`src/rtl/nand_sp_pkg.sv`:
```
package nand_sp_pkg;

  localparam int PAGE_MAIN  = 512;
  localparam int PAGE_SPARE = 16;
  localparam int PAGE_BYTES = PAGE_MAIN + PAGE_SPARE;

  localparam logic [7:0] CMD_PTR_LO   = 8'h00;
  localparam logic [7:0] CMD_PTR_HI   = 8'h01;
  localparam logic [7:0] CMD_PTR_SP   = 8'h50;
  localparam logic [7:0] CMD_PROG     = 8'h80;
  localparam logic [7:0] CMD_PROG_GO  = 8'h10;
  localparam logic [7:0] CMD_ERASE    = 8'h60;
  localparam logic [7:0] CMD_ERASE_GO = 8'hD0;
  localparam logic [7:0] CMD_STATUS   = 8'h70;
  localparam logic [7:0] CMD_SIG      = 8'h90;

  localparam logic [7:0] SIG_MAKER  = 8'h20;
  localparam logic [7:0] SIG_DEVICE = 8'h76;

  typedef enum logic [1:0] {AREA_LO, AREA_HI, AREA_SP} area_e;

  typedef enum logic [2:0] {SRC_MEM, SRC_STATUS, SRC_MAKER, SRC_DEVICE, SRC_ONES} outSrc_e;

  typedef struct packed {
    logic    bufClear;
    logic    bufWrite;
    logic    progByte;
    logic    eraseByte;
    logic    outLoad;
    outSrc_e outSrc;
  } dpStrobe_t;

endpackage

```
`src/rtl/nand_sp_ctrl.sv`:
```
module nand_sp_ctrl
  import nand_sp_pkg::*;
#(
  parameter int BLK_COUNT  = 2,
  parameter int PG_PER_BLK = 2,
  parameter int T_READ     = 8,
  parameter int T_PROG     = 600,
  parameter int T_ERASE    = 1200,
  parameter int MEM_AW     = 12,
  parameter int COL_W      = 10
) (
  input  logic              clk,
  input  logic              rstN,
  input  logic              chipEnN,
  input  logic              cmdLatch,
  input  logic              addrLatch,
  input  logic              wrStb,
  input  logic              rdStb,
  input  logic              wrProtN,
  input  logic [7:0]        busIn,
  output dpStrobe_t         strb,
  output logic [MEM_AW-1:0] memIdx,
  output logic [COL_W-1:0]  bufCol,
  output logic [7:0]        statusByte,
  output logic              ready
);

  localparam int PAGES     = BLK_COUNT * PG_PER_BLK;
  localparam int PIDX_W    = $clog2(PAGES);
  localparam int PG_W      = $clog2(PG_PER_BLK);
  localparam int BLK_BYTES = PG_PER_BLK * PAGE_BYTES;
  localparam int PROG_EFF  = (T_PROG > PAGE_BYTES) ? T_PROG : PAGE_BYTES;
  localparam int ERASE_EFF = (T_ERASE > BLK_BYTES) ? T_ERASE : BLK_BYTES;
  localparam int T_MAX0    = (PROG_EFF > ERASE_EFF) ? PROG_EFF : ERASE_EFF;
  localparam int T_MAX     = (T_MAX0 > T_READ) ? T_MAX0 : T_READ;
  localparam int CNT_W     = $clog2(T_MAX + 1);

  localparam logic [CNT_W-1:0] READ_LAST  = CNT_W'(T_READ - 1);
  localparam logic [CNT_W-1:0] PROG_LAST  = CNT_W'(PROG_EFF - 1);
  localparam logic [CNT_W-1:0] ERASE_LAST = CNT_W'(ERASE_EFF - 1);
  localparam logic [CNT_W-1:0] PAGE_CNT   = CNT_W'(PAGE_BYTES);
  localparam logic [CNT_W-1:0] BLK_CNT    = CNT_W'(BLK_BYTES);
  localparam logic [COL_W-1:0] COL_END    = COL_W'(PAGE_BYTES);

  typedef enum logic [3:0] {
    ST_IDLE, ST_RADDR, ST_RBUSY, ST_RDATA, ST_PADDR, ST_PDATA,
    ST_PBUSY, ST_EADDR, ST_EBUSY, ST_SADDR, ST_SDATA
  } state_e;

  state_e            state;
  area_e             ptr;
  logic [7:0]        colByte;
  logic [PIDX_W-1:0] row;
  logic [1:0]        addrIdx;
  logic [COL_W-1:0]  curCol;
  logic [CNT_W-1:0]  cnt;
  logic [1:0]        sigIdx;
  logic              fail, statMode, busy;
  logic              wrCyc, cmdCyc, addrCyc, dataCyc, rdCyc;
  logic [MEM_AW-1:0] pageBase, blkBase;

  assign wrCyc   = wrStb & ~chipEnN;
  assign cmdCyc  = wrCyc & cmdLatch & ~addrLatch;
  assign addrCyc = wrCyc & addrLatch & ~cmdLatch;
  assign dataCyc = wrCyc & ~addrLatch & ~cmdLatch;
  assign rdCyc   = rdStb & ~chipEnN;

  assign busy       = (state == ST_RBUSY) || (state == ST_PBUSY) || (state == ST_EBUSY);
  assign ready      = ~busy;
  assign statusByte = {wrProtN, ~busy, 5'b00000, fail};

  assign pageBase = MEM_AW'(row) * MEM_AW'(PAGE_BYTES);
  assign blkBase  = MEM_AW'(row[PIDX_W-1:PG_W]) * MEM_AW'(BLK_BYTES);

  function automatic logic [COL_W-1:0] startCol(area_e a, logic [7:0] c);
    case (a)
      AREA_HI: startCol = COL_W'(256) + COL_W'(c);
      AREA_SP: startCol = COL_W'(PAGE_MAIN) + COL_W'(c[3:0]);
      default: startCol = COL_W'(c);
    endcase
  endfunction

  always_comb begin
    strb   = '0;
    memIdx = '0;
    bufCol = curCol;
    case (state)
      ST_PDATA: if (dataCyc && curCol < COL_END) strb.bufWrite = 1'b1;
      ST_PBUSY: if (cnt < PAGE_CNT) begin
        strb.progByte = 1'b1;
        bufCol        = COL_W'(cnt);
        memIdx        = pageBase + MEM_AW'(cnt);
      end
      ST_EBUSY: if (cnt < BLK_CNT) begin
        strb.eraseByte = 1'b1;
        memIdx         = blkBase + MEM_AW'(cnt);
      end
      default: ;
    endcase
    if (cmdCyc && !busy && busIn == CMD_PROG) strb.bufClear = 1'b1;
    if (rdCyc) begin
      if (statMode) begin
        strb.outLoad = 1'b1;
        strb.outSrc  = SRC_STATUS;
      end else if (state == ST_RDATA) begin
        strb.outLoad = 1'b1;
        strb.outSrc  = (curCol < COL_END) ? SRC_MEM : SRC_ONES;
        memIdx       = pageBase + MEM_AW'(curCol);
      end else if (state == ST_SDATA) begin
        strb.outLoad = 1'b1;
        strb.outSrc  = (sigIdx == 2'd0) ? SRC_MAKER : (sigIdx == 2'd1) ? SRC_DEVICE : SRC_ONES;
      end
    end
  end

  always_ff @(posedge clk) begin
    if (!rstN) begin
      state    <= ST_IDLE;
      ptr      <= AREA_LO;
      colByte  <= '0;
      row      <= '0;
      addrIdx  <= '0;
      curCol   <= '0;
      cnt      <= '0;
      sigIdx   <= '0;
      fail     <= 1'b0;
      statMode <= 1'b0;
    end else begin
      if (cmdCyc && busIn == CMD_STATUS) statMode <= 1'b1;
      else if (cmdCyc && !busy) begin
        case (busIn)
          CMD_PTR_LO, CMD_PTR_HI, CMD_PTR_SP: begin
            ptr      <= (busIn == CMD_PTR_LO) ? AREA_LO : (busIn == CMD_PTR_HI) ? AREA_HI : AREA_SP;
            state    <= ST_RADDR;
            addrIdx  <= '0;
            statMode <= 1'b0;
          end
          CMD_PROG:  begin state <= ST_PADDR; addrIdx <= '0; statMode <= 1'b0; end
          CMD_ERASE: begin state <= ST_EADDR; addrIdx <= '0; statMode <= 1'b0; end
          CMD_SIG:   begin state <= ST_SADDR; statMode <= 1'b0; end
          CMD_PROG_GO: if (state == ST_PDATA) begin
            statMode <= 1'b0;
            fail     <= ~wrProtN;
            cnt      <= '0;
            state    <= wrProtN ? ST_PBUSY : ST_IDLE;
          end
          CMD_ERASE_GO: if (state == ST_EADDR && addrIdx == 2'd3) begin
            statMode <= 1'b0;
            fail     <= ~wrProtN;
            cnt      <= '0;
            state    <= wrProtN ? ST_EBUSY : ST_IDLE;
          end
          default: ;
        endcase
      end
      if (addrCyc && !busy) begin
        case (state)
          ST_RADDR, ST_PADDR: begin
            if (addrIdx == 2'd0) colByte <= busIn;
            if (addrIdx == 2'd1) row <= busIn[PIDX_W-1:0];
            if (addrIdx != 2'd3) addrIdx <= addrIdx + 2'd1;
            else if (state == ST_RADDR) begin
              state <= ST_RBUSY;
              cnt   <= '0;
            end else begin
              state  <= ST_PDATA;
              curCol <= startCol(ptr, colByte);
            end
          end
          ST_EADDR: begin
            if (addrIdx == 2'd0) row <= busIn[PIDX_W-1:0];
            if (addrIdx != 2'd3) addrIdx <= addrIdx + 2'd1;
          end
          ST_SADDR: begin state <= ST_SDATA; sigIdx <= '0; end
          default: ;
        endcase
      end
      if (dataCyc && state == ST_PDATA && curCol < COL_END) curCol <= curCol + 1'b1;
      if (rdCyc && !statMode) begin
        if (state == ST_RDATA && curCol < COL_END) curCol <= curCol + 1'b1;
        if (state == ST_SDATA && sigIdx != 2'd3) sigIdx <= sigIdx + 2'd1;
      end
      case (state)
        ST_RBUSY: if (cnt == READ_LAST) begin
          state  <= ST_RDATA;
          curCol <= startCol(ptr, colByte);
          if (ptr == AREA_HI) ptr <= AREA_LO;
        end else cnt <= cnt + 1'b1;
        ST_PBUSY: if (cnt == PROG_LAST) begin
          state <= ST_IDLE;
          if (ptr == AREA_HI) ptr <= AREA_LO;
        end else cnt <= cnt + 1'b1;
        ST_EBUSY: if (cnt == ERASE_LAST) state <= ST_IDLE;
          else cnt <= cnt + 1'b1;
        default: ;
      endcase
    end
  end

  AST_CONFIRM_BUSY: assert property (@(posedge clk) disable iff (!rstN)
    (cmdCyc && busIn == CMD_PROG_GO && state == ST_PDATA && wrProtN) |=> !ready);

  AST_WP_REFUSE: assert property (@(posedge clk) disable iff (!rstN)
    (cmdCyc && !wrProtN && ((busIn == CMD_PROG_GO && state == ST_PDATA) ||
     (busIn == CMD_ERASE_GO && state == ST_EADDR && addrIdx == 2'd3))) |=> (ready && fail));

  AST_PTR_RETURN: assert property (@(posedge clk) disable iff (!rstN)
    ((state == ST_PBUSY || state == ST_RBUSY) && $fell(busy) == 1'b0 && busy && $past(ptr) == AREA_HI && ptr == AREA_HI
     && ((state == ST_PBUSY && cnt == PROG_LAST) || (state == ST_RBUSY && cnt == READ_LAST))) |=> (ptr == AREA_LO));

  AST_BUSY_IGNORE: assert property (@(posedge clk) disable iff (!rstN)
    (busy && cmdCyc && busIn == CMD_ERASE) |=> (state != ST_EADDR));

endmodule

```
`config.mk`:
```
export PLATFORM = sky130hd
export DESIGN_NAME = nand_sp_ctrl
export DESIGN_NICKNAME = d
export VERILOG_FILES = /design/src/rtl/nand_sp_pkg.sv /design/src/rtl/nand_sp_ctrl.sv
export SDC_FILE = /design/constraint.sdc
export NUM_CORES = 1
export LEC_CHECK = 0
export BUFFER_PORTS_ARGS = -buffer_cell sky130_fd_sc_hd__buf_2
export CAP_MARGIN = 20
export CORE_MARGIN = 1.5
export CORE_UTILIZATION = 50
export CTS_BUF_LIST = sky130_fd_sc_hd__clkbuf_16
export DETAILED_ROUTE_END_ITERATION = 6
export MAX_ROUTING_LAYER = met4
export PLACE_DENSITY_LB_ADDON = 0.3
export SLEW_MARGIN = 10
export SYNTH_ARGS = -nofsm -noshare
export SYNTH_HDL_FRONTEND = slang
export SYNTH_SLANG_ARGS = --single-unit
```
`constraint.sdc`:
```
create_clock -name clk -period 6.03 [get_ports clk]
set_input_delay 0.3015 -clock clk [delete_from_list [all_inputs] [get_ports clk]]
set_output_delay 0.3015 -clock clk [all_outputs]
set_load 0.03 [all_outputs]
```
======== Word level (Yosys, flattened, before mapping) ========
Cells that the tools add are included.
storage, ports and cells
  bits in registers ....................... 43
  input port bits ......................... 16
  output and inout port bits .............. 39
operators by class
  $add $sub $neg .......................... 9
  $mul .................................... 2
  magnitude comparators ................... 3
  equal/unequal tests ..................... 34
  muxes and demuxes ....................... 90
  bitwise gates (word level) .............. 14
  reduce and logical (&&, ||, !) cells .... 31
operators with widths
  kind                     number
  $mux W11                 11
  $mux W10                 11
  $mux W12                 5
  $mux W4                  14
  $mux W2                  20
  $pmux W11 S3             1
  $add A12 B11 Y12         2
  $eq A8 B7 Y1 const B     3
  $eq A8 B8 Y1 const B     3
  $pmux W12 S2             1
  $pmux W4 S6              1
  $pmux W11 S2             1
  $pmux W10 S2             1
  $eq A4 B3 Y1 const B     4
  $mux W3                  5
  $mux W1                  13
  $add A12 B10 Y12         1
  $eq A4 B4 Y1 const B     3
  $pmux W4 S3              1
  $add A11 B1 Y11 const B  1
  $eq A11 B10 Y1 const B   1
  $eq A11 B11 Y1 const B   1
  $eq A11 B3 Y1 const B    1
  $logic_and A1 B1 Y1      11
  37 further kinds         67

======== Logic depth before layout (Yosys ltp) ========
  depth in word-level cells ............... 13
  depth in mapped cells ................... 8
  gate-level depth less buffers ........... 8

======== Worst setup path before layout ========
Ideal clock, no wire load.
  path kind ............................... register -> output
  start point ............................. reg cnt[5]
  end point ............................... out memIdx[10]
  arrival ................................. 2277 ps
  path slack .............................. 3452 ps
  cell stages (with the launch flop) ...... 8
  buffers on the path ..................... 1
  cells stage by stage .................... dfxtp_1 -> clkbuf_2 -> or4_1 -> o21ai_0 -> nand2_1 -> inv_1 -> a221oi_1 -> o22ai_1
on the way
  cells in the longest elaborated chain, start to end .. 6
  elaborated cells on any way between the ends .. 10
  those cells by class .................... add/sub: 2; order compare: 2; mux: 6
RTL lines
  element                                   RTL line                                text
  from (decl)                               nand_sp_ctrl.sv:56                      logic [CNT_W-1:0] cnt;
  from (signal assigned)                    nand_sp_ctrl.sv:188                     end else cnt <= cnt + 1'b1;
  from (signal assigned)                    nand_sp_ctrl.sv:192                     end else cnt <= cnt + 1'b1;
  from (signal assigned)                    nand_sp_ctrl.sv:194                     else cnt <= cnt + 1'b1;
  $add A12 B11 Y12 (tied with other cells)  nand_sp_ctrl.sv:96                      memIdx = blkBase + MEM_AW'(cnt);
  $mux W12, on equally long branches        nand_sp_ctrl.sv:94, nand_sp_ctrl.sv:89
  $pmux W12 S2 *                            nand_sp_ctrl.sv:87                      case (state)
  $mux W12                                  nand_sp_ctrl.sv:105                     end else if (state == ST_RDATA) begin
  $mux W12                                  nand_sp_ctrl.sv:102                     if (statMode) begin
  $mux W12 *                                nand_sp_ctrl.sv:101                     if (rdCyc) begin
  to (decl)                                 nand_sp_ctrl.sv:22                      output logic [MEM_AW-1:0] memIdx,
Mark *: on every way between the ends. The rest lies on a longest branch, timed or not.

======== Worst setup path in the final report ========
  start point ............................. reg state[0]
  end point ............................... out memIdx[10]
on the way
  cells in the longest elaborated chain, start to end .. 5
  elaborated cells on any way between the ends .. 7
  those cells by class .................... eq/ne: 3; mux: 4
RTL lines
  element                                              RTL line             text
  from (decl)                                          nand_sp_ctrl.sv:50   state_e state;
  from (signal assigned)                               nand_sp_ctrl.sv:145  state <= wrProtN ? ST_PBUSY : ST_IDLE;
  from (signal assigned)                               nand_sp_ctrl.sv:151  state <= wrProtN ? ST_EBUSY : ST_IDLE;
  $eq A4 B4 Y1 / $eq A4 B3 Y1 (equally long branches)  nand_sp_ctrl.sv:87
  $pmux W12 S2                                         nand_sp_ctrl.sv:87
  $mux W12                                             nand_sp_ctrl.sv:105
  $mux W12                                             nand_sp_ctrl.sv:102
  $mux W12 *                                           nand_sp_ctrl.sv:101
Marked as above.

==> flow_summary_export.csv <==
group,metric,value,unit
sta,drv_slew,0,
floorplanning,die_y,90.1,um
clocking,cts-root-buf,"clkbuf_16",
drt,post_drt_wl_per_cell,16.9,um
power_and_ir_drop,clkPwrFrac,52.0,%
synthesis,async_reset_ff_share,0,%
global_routing,grt_max_degree,31,
layout,area_growth_syn_to_layout,10.0,%
synthesis,synth.ff_latch_count,43,
clocking,htree_levels,2,
drt,initialDrtViolationCount,227,
sta,rsz0062_at_grt,"false",
floorplanning,fp.dieW,90.1,um
layout,drive_gt1_share,16.3,%
sta,hold_viol,0,
drt,routed-via-count,3777,
power_and_ir_drop,internal_power,0.531,mW
drt,drc,0,
power_and_ir_drop,p_leak,1.69,nW
setup_path,endpoint_kind,"output port",
placed_design,port_buffers,49,
sta,min_period,3080,ps
clocking,ctsResizeCount,0,
setup_path,worstRegToRegCells,6,
global_routing,grt_pass1_vias,3485,
floorplanning,core,0.00729,mm2
power_and_ir_drop,power_frac_comb,5.8,%
power_and_ir_drop,p_sw_share,21.0,%
placed_design,dpl.hpwl,7.87,mm
layout,diodes,0,
drt,drtPass1Iterations,5,
setup_path,path_class,"register to output port",
floorplanning,ios,55,
clocking,clk_latency,290,ps
global_routing,grt.total_usage,26.5,%
clocking,cts_buffers,5,
clocking,cts_hold_buf,0,
clocking,cts.sinks,43,
synthesis,ys_types,76,
power_and_ir_drop,seqPwrFrac,42.2,%
sta,worstMarginPinSlew,990,ps
synthesis,syn_avg_cell_area,7.57,um2
global_routing,grt_overflow_total,0,
synthesis,syn_area,0.00379,mm2
setup_path,crit_path_max_fanout,19,
power_and_ir_drop,switching_power,0.141,mW
drt,wl,10.6,mm
sta,fin_setup_tns,0,ps
setup_path,startpoint_type,"register",
setup_path,worstPathArrival,2780,ps
clocking,post_cts_buffers,0,
hold_path,hold_path_depth,3,
clocking,cts_buffer_depth,2,
job,drv_cap,0,
synthesis,ys_warn_count,0,
floorplanning,initial_core_util,52.0,%
synthesis,netlist_instances,501,
synthesis,synth_edf_count,0,
status,status,"completed",
sta,fin_crit_sh,51.1,%
hold_path,min_path_type,"input port to register",
placed_design,gp_congestion,0.964,
synthesis,synth_flop_cell,"dfxtp_1",
drt,via_per_inst,6.04,
global_routing,antenna_found_initial,0,
floorplanning,die_area,0.00812,mm2
sta,relSlewSlack,33.9,%
clocking,cts_tree,"built",
power_and_ir_drop,vdd.ir_drop.worst,0.0937,mV
sta,fmax,324,MHz
synthesis,yosysSeqAreaShare,22.7,%
floorplanning,rows,31,
power_and_ir_drop,finalPower,0.673,mW
power_and_ir_drop,p_per_area,161,mW/mm2
clocking,path_clk_slew,60,ps
layout,fill_cells,728,
layout,nets,561,
sta,setup_viol,0,
global_routing,grt_pass1_wl,17.3,mm
setup_path,required,5730,ps
drt,drtAntennaViolNets,0,
sta,finClkSkew,8.94,ps
logic make-up (layout without fill, tap and decap cells):
| family | after synthesis | after routing | synth area share [%] |
|---|---|---|---|
| mux | 13 | 13 | 3.46 |
| compound gates | 131 | 131 | 22.5 |
| xor+xnor | 14 | 14 | 3.23 |
| other cells | 1 | 5 | 0.0989 |
| buf+inv | 58 | 79 | 7.59 |
| fa+ha+maj | 20 | 20 | 6.99 |
| flops | 43 | 43 | 22.7 |
| simple gates | 221 | 221 | 33.4 |
cell type report:
type | instances | area, um2 | share of cell area (%)
clock inverters | 3 | 63.8 | 1.53
clock buffers | 5 | 125 | 3.00
multi-input cells | 404 | 2670 | 63.9
inverters | 20 | 75.1 | 1.80
repair buffers | 51 | 258 | 6.18
well taps | 99 | 124 | 2.97
flip-flops and latches | 43 | 861 | 20.6
synth_stat cells (5+ instances only):
cell type	n	area share, %
mux2i_1	12	3.2
and2_1	10	1.6
nor3_1	14	1.8
nand3_1	18	2.4
a21oi_1	35	4.6
dfxtp_1	43	23
nor2b_1	8	1.3
ha_1	18	5.9
clkbuf_1	12	1.2
xnor2_1	7	1.6
o21ai_0	35	4.6
buf_4	13	2.6
and3_1	13	2.1
a211oi_1	6	1.2
nand2b_1	7	1.2
or3_1	5	0.82
a22oi_1	6	1.2
nand2_1	44	4.4
a31oi_1	7	1.2
nor2_1	51	5.0
buf_2	10	1.3
nand4_1	5	0.82
nor4b_1	5	1.2
xor2_1	7	1.6
inv_1	19	1.9
layout by cell type, fill, tap and decap left out, types with 5 or more instances in the layout:
cell       netlist  layout
nor2_1          51      51
buf_2           10      49
nand2_1         44      44
dfxtp_1         43      43
o21ai_0         35      35
a21oi_1         35      35
inv_1           19      20
nand3_1         18      18
ha_1            18      18
nor3_1          14      14
and3_1          13      13
mux2i_1         12      12
and2_1          10      10
nor2b_1          8       8
nand2b_1         7       7
a31oi_1          7       7
xnor2_1          7       7
xor2_1           7       7
a22oi_1          6       6
a211oi_1         6       6
nand4_1          5       5
or3_1            5       5
conb_1           1       5
clkbuf_16        0       5
critical path: stages (launching register included):
cell,delay (ps)
dfxtp_1,820
nand4bb_1,260
nor2_1,60
nand2_1,460
inv_2,250
a221oi_1,320
o22ai_1,130
buf_2,200
registers in the layout, summed over array words and instances (netlist names):
name      flops
addrIdx       2
colByte       8
cnt          11
ptr           2
row           2
fail          1
curCol       10
sigIdx        2
statMode      1
state         4
power by group through the flow:
stage                     Combinational (mW)  Clock [mW]  Sequential, mW
final                                 0.0391       0.350           0.284
after detailed placement              0.0384           0           0.290
after CTS                             0.0386       0.350           0.284
after floorplan                       0.0291           0           0.290
after global routing                  0.0428       0.363           0.284
after global placement                0.0382           0           0.290
layer usage:
| layer | part of all wire, % | GRT usage (%) | vias up |
|---|---|---|---|
| met4 | 1.8 | 6.88 | 0 |
| met2 | 48 | 44.4 | 122 |
| met5 | 0 | - | - |
| li1 | - | - | 1857 |
| met3 | 4.3 | 3.30 | 15 |
| met1 | 46 | 33.8 | 1783 |
worst paths after layout:
check                        startpoint                       to  slack (ps)
setup / recovery    state[0]$_SDFF_PN0_               memIdx[10]        2950
hold / removal                 busIn[3]  colByte[3]$_SDFFE_PN0P_         290
hold reg to reg   addrIdx[1]$_SDFF_PN0_    addrIdx[1]$_SDFF_PN0_         490
setup reg to reg    state[0]$_SDFF_PN0_     curCol[4]$_SDFF_PN0_        3400
stage by stage:
step | hold WS, ps | util (%) | area, um2 | std cells | setup slack (ps)
CTS | 290 | 57.1 | 4170 | 624 | 2890
global route | 296 | 57.2 | 4170 | 625 | 2700
floorplan | 448 | - | 3810 | 505 | 3450
finish | 289 | 57.2 | 4170 | 625 | 2950
global placement | 472 | 54.5 | 3980 | 616 | 3300
detailed placement | 483 | 54.5 | 3980 | 616 | 3250
No activity file was read; power rests on OpenSTA's default activity.
